--- config.mk ---
export PLATFORM = sky130hd
export DESIGN_NAME = prescaled_reload_timer
export DESIGN_NICKNAME = d
export VERILOG_FILES = /design/src/rtl/timer_pkg.sv /design/src/rtl/tmr_ctrl.sv /design/src/rtl/tmr_dp.sv /design/src/rtl/prescaled_reload_timer.sv
export SDC_FILE = /design/constraint.sdc
export NUM_CORES = 1
export LEC_CHECK = 0
export ABC_AREA = 0
export CAP_MARGIN = 20
export CORE_MARGIN = 2
export CORE_UTILIZATION = 34
export DETAILED_ROUTE_END_ITERATION = 7
export SLEW_MARGIN = 30
export SYNTH_ARGS = -nofsm -noshare
export SYNTH_HDL_FRONTEND = slang
export SYNTH_SLANG_ARGS = --single-unit
--- constraint.sdc ---
create_clock -name clk -period 2.8 [get_ports clk]
set_clock_uncertainty 0.05 [all_clocks]
set_input_delay 0.42 -clock clk [delete_from_list [all_inputs] [get_ports clk]]
set_output_delay 0.42 -clock clk [all_outputs]
set_load 0.01 [all_outputs]
--- src/rtl/timer_pkg.sv ---
package timer_pkg;
  // Strobes from the control module to the datapath
  typedef struct packed {
    logic zero;  // force counter to zero (timer disabled)
    logic step;  // one prescaled count step
  } tmrStrobe_t;
endpackage

--- src/rtl/tmr_ctrl.sv ---
module tmr_ctrl
  import timer_pkg::*;
#(
  parameter int PRE_W = 5
) (
  input  logic             clk,
  input  logic             rstN,
  input  logic             enable,
  input  logic             clkEn,
  input  logic             clkSel,
  input  logic             sysTick,
  input  logic             lpTick,
  input  logic [PRE_W-1:0] prescaleVal,
  input  logic             irqEn,
  input  logic             irqClear,
  input  logic             termEvt,
  output tmrStrobe_t       strobe,
  output logic [PRE_W-1:0] prescaleCnt,
  output logic             irqOut
);
  logic srcTick;
  logic liveTick;
  logic preWrap;
  logic irqFlag;

  assign srcTick  = clkSel ? sysTick : lpTick;
  assign liveTick = enable & clkEn & srcTick;
  assign preWrap  = liveTick & (prescaleCnt >= prescaleVal);

  always_ff @(posedge clk or negedge rstN) begin
    if (!rstN) begin
      prescaleCnt <= '0;
    end else if (!enable) begin
      prescaleCnt <= '0;
    end else if (liveTick) begin
      prescaleCnt <= preWrap ? '0 : prescaleCnt + 1'b1;
    end
  end

  always_ff @(posedge clk or negedge rstN) begin
    if (!rstN) begin
      irqFlag <= 1'b0;
    end else if (termEvt) begin
      irqFlag <= 1'b1;
    end else if (irqClear) begin
      irqFlag <= 1'b0;
    end
  end

  always_comb begin
    strobe.zero = ~enable;
    strobe.step = preWrap;
  end

  assign irqOut = irqFlag & irqEn;

  AST_PRE_GATED: assert property (@(posedge clk) disable iff (!rstN)
    (enable && !liveTick) |=> $stable(prescaleCnt)) else $error("prescaler moved");
  AST_PRE_DISABLED: assert property (@(posedge clk) disable iff (!rstN)
    !enable |=> (prescaleCnt == '0)) else $error("prescaler not zero");
  AST_IRQ_SET: assert property (@(posedge clk) disable iff (!rstN)
    termEvt |=> irqFlag) else $error("flag not set");
  AST_IRQ_CLEAR: assert property (@(posedge clk) disable iff (!rstN)
    (irqClear && !termEvt) |=> !irqFlag) else $error("flag not cleared");
endmodule

--- src/rtl/tmr_dp.sv ---
module tmr_dp
  import timer_pkg::*;
#(
  parameter int CNT_W = 24
) (
  input  logic             clk,
  input  logic             rstN,
  input  tmrStrobe_t       strobe,
  input  logic             countDown,
  input  logic             freeRun,
  input  logic [CNT_W-1:0] reloadVal,
  output logic [CNT_W-1:0] countVal,
  output logic             termEvt
);
  localparam logic [CNT_W-1:0] CNT_MAX = {CNT_W{1'b1}};

  logic [CNT_W-1:0] upLimit;
  logic             atEnd;

  assign upLimit = freeRun ? CNT_MAX : reloadVal;
  assign atEnd   = countDown ? (countVal == '0) : (countVal >= upLimit);
  assign termEvt = strobe.step & ~strobe.zero & atEnd;

  always_ff @(posedge clk or negedge rstN) begin
    if (!rstN) begin
      countVal <= '0;
    end else if (strobe.zero) begin
      countVal <= '0;
    end else if (strobe.step) begin
      if (countDown) countVal <= atEnd ? reloadVal : countVal - 1'b1;
      else           countVal <= atEnd ? '0 : countVal + 1'b1;
    end
  end

  AST_CNT_HOLD: assert property (@(posedge clk) disable iff (!rstN)
    (!strobe.zero && !strobe.step) |=> $stable(countVal)) else $error("count moved");
  AST_UP_STEP: assert property (@(posedge clk) disable iff (!rstN)
    (strobe.step && !strobe.zero && !countDown && !atEnd) |=> (countVal == $past(countVal) + 1'b1))
    else $error("up step wrong");
  AST_DOWN_RELOAD: assert property (@(posedge clk) disable iff (!rstN)
    (strobe.step && !strobe.zero && countDown && countVal == '0) |=> (countVal == $past(reloadVal)))
    else $error("reload wrong");
  AST_ZERO_HOLD: assert property (@(posedge clk) disable iff (!rstN)
    strobe.zero |=> (countVal == '0)) else $error("count not zero");
endmodule

--- src/rtl/prescaled_reload_timer.sv ---
module prescaled_reload_timer
  import timer_pkg::*;
#(
  parameter int CNT_W = 24,
  parameter int PRE_W = 5
) (
  input  logic             clk,
  input  logic             rstN,
  input  logic             enable,
  input  logic             clkEn,
  input  logic             clkSel,
  input  logic             sysTick,
  input  logic             lpTick,
  input  logic             countDown,
  input  logic             freeRun,
  input  logic             irqEn,
  input  logic             irqClear,
  input  logic [PRE_W-1:0] prescaleVal,
  input  logic [CNT_W-1:0] reloadVal,
  output logic [CNT_W-1:0] countVal,
  output logic [PRE_W-1:0] prescaleCnt,
  output logic             irqOut
);
  tmrStrobe_t strobe;
  logic       termEvt;

  tmr_ctrl #(.PRE_W(PRE_W)) ctrl_i (
    .clk(clk), .rstN(rstN), .enable(enable), .clkEn(clkEn), .clkSel(clkSel),
    .sysTick(sysTick), .lpTick(lpTick), .prescaleVal(prescaleVal),
    .irqEn(irqEn), .irqClear(irqClear), .termEvt(termEvt),
    .strobe(strobe), .prescaleCnt(prescaleCnt), .irqOut(irqOut)
  );

  tmr_dp #(.CNT_W(CNT_W)) dp_i (
    .clk(clk), .rstN(rstN), .strobe(strobe), .countDown(countDown),
    .freeRun(freeRun), .reloadVal(reloadVal),
    .countVal(countVal), .termEvt(termEvt)
  );
endmodule

==> impl_metrics.py <==
metrics = {
    "status": {
        "status": "completed",
    },
    "worst_setup_path": {
        "ff2ff_path_depth": 11,
        "critPathKind": "in -> reg",
        "cpMostUsedCell": "buf_6",
        "cp_top_family": "compound AO/OA/AOI/OAI gates",
        "worstPathRequired_ns": 2.95,
        "worst-path-stages": 14,
        "arrival_ns": 2.89,
        "critPathSlowestCell": "ha_1",
        "crit_path_end_kind": "flop",
        "startpoint_type": "input pin",
        "r2r_setup_slack_ns": 0.11,
        "max_stage_delay_ns": 0.33,
        "reg2reg_from": "dp_i.countVal[19]",
        "cp_max_fo": 6,
        "r2r_end": "dp_i.countVal[7]",
        "cp.buffers_inverters": 5,
        "path_cells": "clkbuf_4 -> clkbuf_16 -> buf_4 -> nor2_2 -> ha_1 -> a21oi_2 -> o21ai_2 -> a221oi_4 -> a31oi_4 -> buf_6 -> nor4_4 -> buf_6 -> a21oi_1 -> o211ai_1",
    },
    "sta": {
        "setup_ws_ns": 0.0636,
        "post-route-period-util_pct": 97.7,
        "relSlewSlack_pct": 64.2,
        "hold_ws_ns": 0.398,
        "maxClockFrequency_mhz": 365,
        "period_needed_ns": 2.74,
        "finalHoldViolCount": 0,
        "finalSetupViolCount": 0,
        "finalMaxSlewViolations": 0,
        "worst_pin_slew_ns": 0.532,
    },
    "logic_synthesis": {
        "ys.flop_type": "dfrtp_1",
        "yosys.area_share.simple_pct": 33.8,
        "synth-seq-area-share_pct": 21.5,
        "synth_fa_ha_area_share_pct": 11.8,
        "synth_top_family_by_area": "simple AND/OR/NAND/NOR gates",
        "yosysUniqueCellTypes": 60,
        "synth_area_per_cell_um2": 7.52,
        "synth_xor_xnor_area_share_pct": 4.77,
        "synthesis.area_um2": 3490,
        "synth.area.mux_share_pct": 0.896,
        "synth_seq_cells": 30,
        "ys_async_sr_fraction_pct": 100,
        "synth-compound-area-share_pct": 20.4,
        "synth_edf_count": 0,
        "synthesis.nets": 537,
        "netlist_instances": 464,
        "yosysWarnings": 0,
    },
    "min_path": {
        "holdPathEnd": "dp_i.countVal[15]",
        "hold_path_depth": 3,
        "min-delay-start": "reloadVal[15]",
        "hold_class": "in -> reg",
    },
    "global_route": {
        "met2_usage_pct": 41.4,
        "grt_pass1_vias": 4235,
        "grt_max_degree": 31,
        "grt-ovfl-total": 0,
        "use_met1_pct": 30.4,
        "top_usage_layer": "met2",
        "track_usage_pct": 24.1,
        "met3_usage_pct": 4.02,
        "grt_pass1_wl_um": 21300,
        "antenna_found_initial": 0,
    },
    "power_and_ir_drop": {
        "leakage_nw": 2.43,
        "powerDensity_nw_per_um2": 331,
        "vdd_drop_max_uv": 165,
        "p_total_mw": 1.73,
    },
    "placed_design": {
        "gp_congestion": 0.990,
        "dpl_worst_slack_ns": -0.638,
        "io_buffers": 69,
        "dp_hpwl_um": 10100,
    },
    "clocking": {
        "clkSlewWorstSetupHoldPaths_ns": 0.08,
        "cts-root-buf": "clkbuf_8",
        "cts_max_path_buffers": 2,
        "ctsHtreeMaxLevel": 2,
        "cts_tree": "yes",
        "cts_hold_buf": 0,
        "cts_buffers": 5,
        "clk_latency_ns": 0.29,
        "clock_sinks": 30,
    },
    "finish": {
        "post-route-util_pct": 52.9,
        "fillers": 922,
        "syn2layout_area_growth_pct": 49.4,
        "final_nets": 675,
        "diodes": 0,
        "drive_above_1_share_pct": 23.7,
    },
    "drt": {
        "first_pass_iters": 5,
        "ant_nets": 0,
        "wire_per_inst_um": 18.3,
        "num_vias": 4201,
        "drt_iter0_markers": 261,
        "drc": 0,
        "routed_wl_um": 13500,
        "routed_via_density": 5.71,
    },
    "floorplan": {
        "fp.dieArea_um2": 11100,
        "row_count": 36,
        "die_x_um": 105,
        "start_util_pct": 35.4,
        "die_y_um": 105,
        "io_pins": 70,
        "fp.coreArea_um2": 9860,
    },
    "flow_run": {
        "cap_violations": 0,
    },
}
-- synth_stat cells, drive strengths merged (5+ instances only) --
library cell | n | area, um2
a31oi | 9 | 56.3
and3 | 5 | 31.3
dfrtp | 30 | 751
nand2 | 46 | 173
xnor2 | 12 | 105
a211oi | 6 | 45.0
xor2 | 7 | 61.3
a21oi | 25 | 125
nor3 | 17 | 90.1
a221oi | 5 | 50.0
ha | 33 | 413
o21ai | 20 | 100
o211ai | 7 | 52.6
inv | 20 | 75.1
clkbuf | 21 | 78.8
o22ai | 5 | 31.3
or3 | 7 | 43.8
nand4 | 13 | 100
nand3 | 34 | 195
nor4 | 17 | 170
buf | 13 | 82.6
nor2 | 59 | 221
-- cells by family after synthesis --
kind of cell	Yosys count
AND/OR/NAND/NOR	219
flip-flops	30
adder cells (fa/ha/maj)	33
multiplexers	3
XOR/XNOR	19
AO/OA/AOI/OAI	106
buffers and inverters	54
-- power by group --
group / total (mW) / leakage (nW) / internal (mW) / switching (mW)
clock network: 0.386 / 0.0472 / 0.198 / 0.189
registers: 0.463 / 0.416 / 0.444 / 0.0186
logic: 0.877 / 1.96 / 0.402 / 0.475
-- worst max-delay path by stage --
stage	from	to
2_1_floorplan	freeRun	dp_i.countVal[17]
3_3_place_gp	freeRun	dp_i.countVal[19]
3_5_place_dp	freeRun	dp_i.countVal[10]
4_1_cts	freeRun	dp_i.countVal[7]
5_1_grt	freeRun	dp_i.countVal[6]
6_report	freeRun	dp_i.countVal[7]
-- state kept, by name (all words and copies together), names as in the netlist --
name / flops
dp_i.countVal: 24
ctrl_i.prescaleCnt: 5
ctrl_i.irqFlag: 1
-- what timing repair did --
item                                    in CTS  in global routing
endpoints found under the setup margin      25                 24
setup buffers                                5                  4
cloned                                       1                  1
gates resized for setup                     17                 32
pin swaps                                    8                 23
-- metal layers --
metal | wire [um] | vias up
met5 | 0 | -
met3 | 778 | 27
met4 | 354 | 0
li1 | - | 1990
met1 | 5870 | 2032
met2 | 6440 | 152
-- cells in the final DEF (no fill, tap or decap), types with 4 or more instances in the layout --
cell type	netlist	routed
nor3_1	16	14
buf_4	2	86
nand3_1	32	32
a21oi_1	25	22
clkdlybuf4s50_1	0	58
o211ai_1	7	7
a211oi_1	6	5
and2_1	4	4
a22oi_1	4	4
nor2_1	59	55
a31oi_1	9	8
dlymetal6s2s_1	0	9
xor2_1	7	7
clkbuf_8	0	6
and3_1	5	5
nor4_1	11	10
dfrtp_1	30	29
nand2_1	46	45
nand4_1	10	10
or3_1	7	7
o21ai_1	8	9
o21ai_0	12	10
o22ai_1	5	5
ha_1	33	33
inv_1	20	20
nor4_4	3	4
buf_6	2	5
nor2_2	0	4
xnor2_1	12	12
-- worst min-delay path, stage by stage --
cell	delay, ns
dlymetal6s2s_1	0.14
o21ai_1	0.09
nand3_1	0.06
-- metrics by stage --
stage	TNS, ns	std cells	cell area (um2)
after floorplan	0	464	3490
after global placement	-11.35	718	4870
after detailed placement	-12.40	718	4870
after CTS	0	732	5070
after global routing	-0.113	736	5220
final	0	736	5220
-- cell type report --
class,instances,area (um2),share of cell area (%)
multi-input combinational,380,2620,50.2
timing repair buffer,165,1510,29.0
sequential,30,752,14.4
tap,133,166,3.19
clock buffer,6,82.6,1.58
inverter,20,75.1,1.44
clock inverter,2,12.5,0.240
Power figures use the tool's default switching activity.
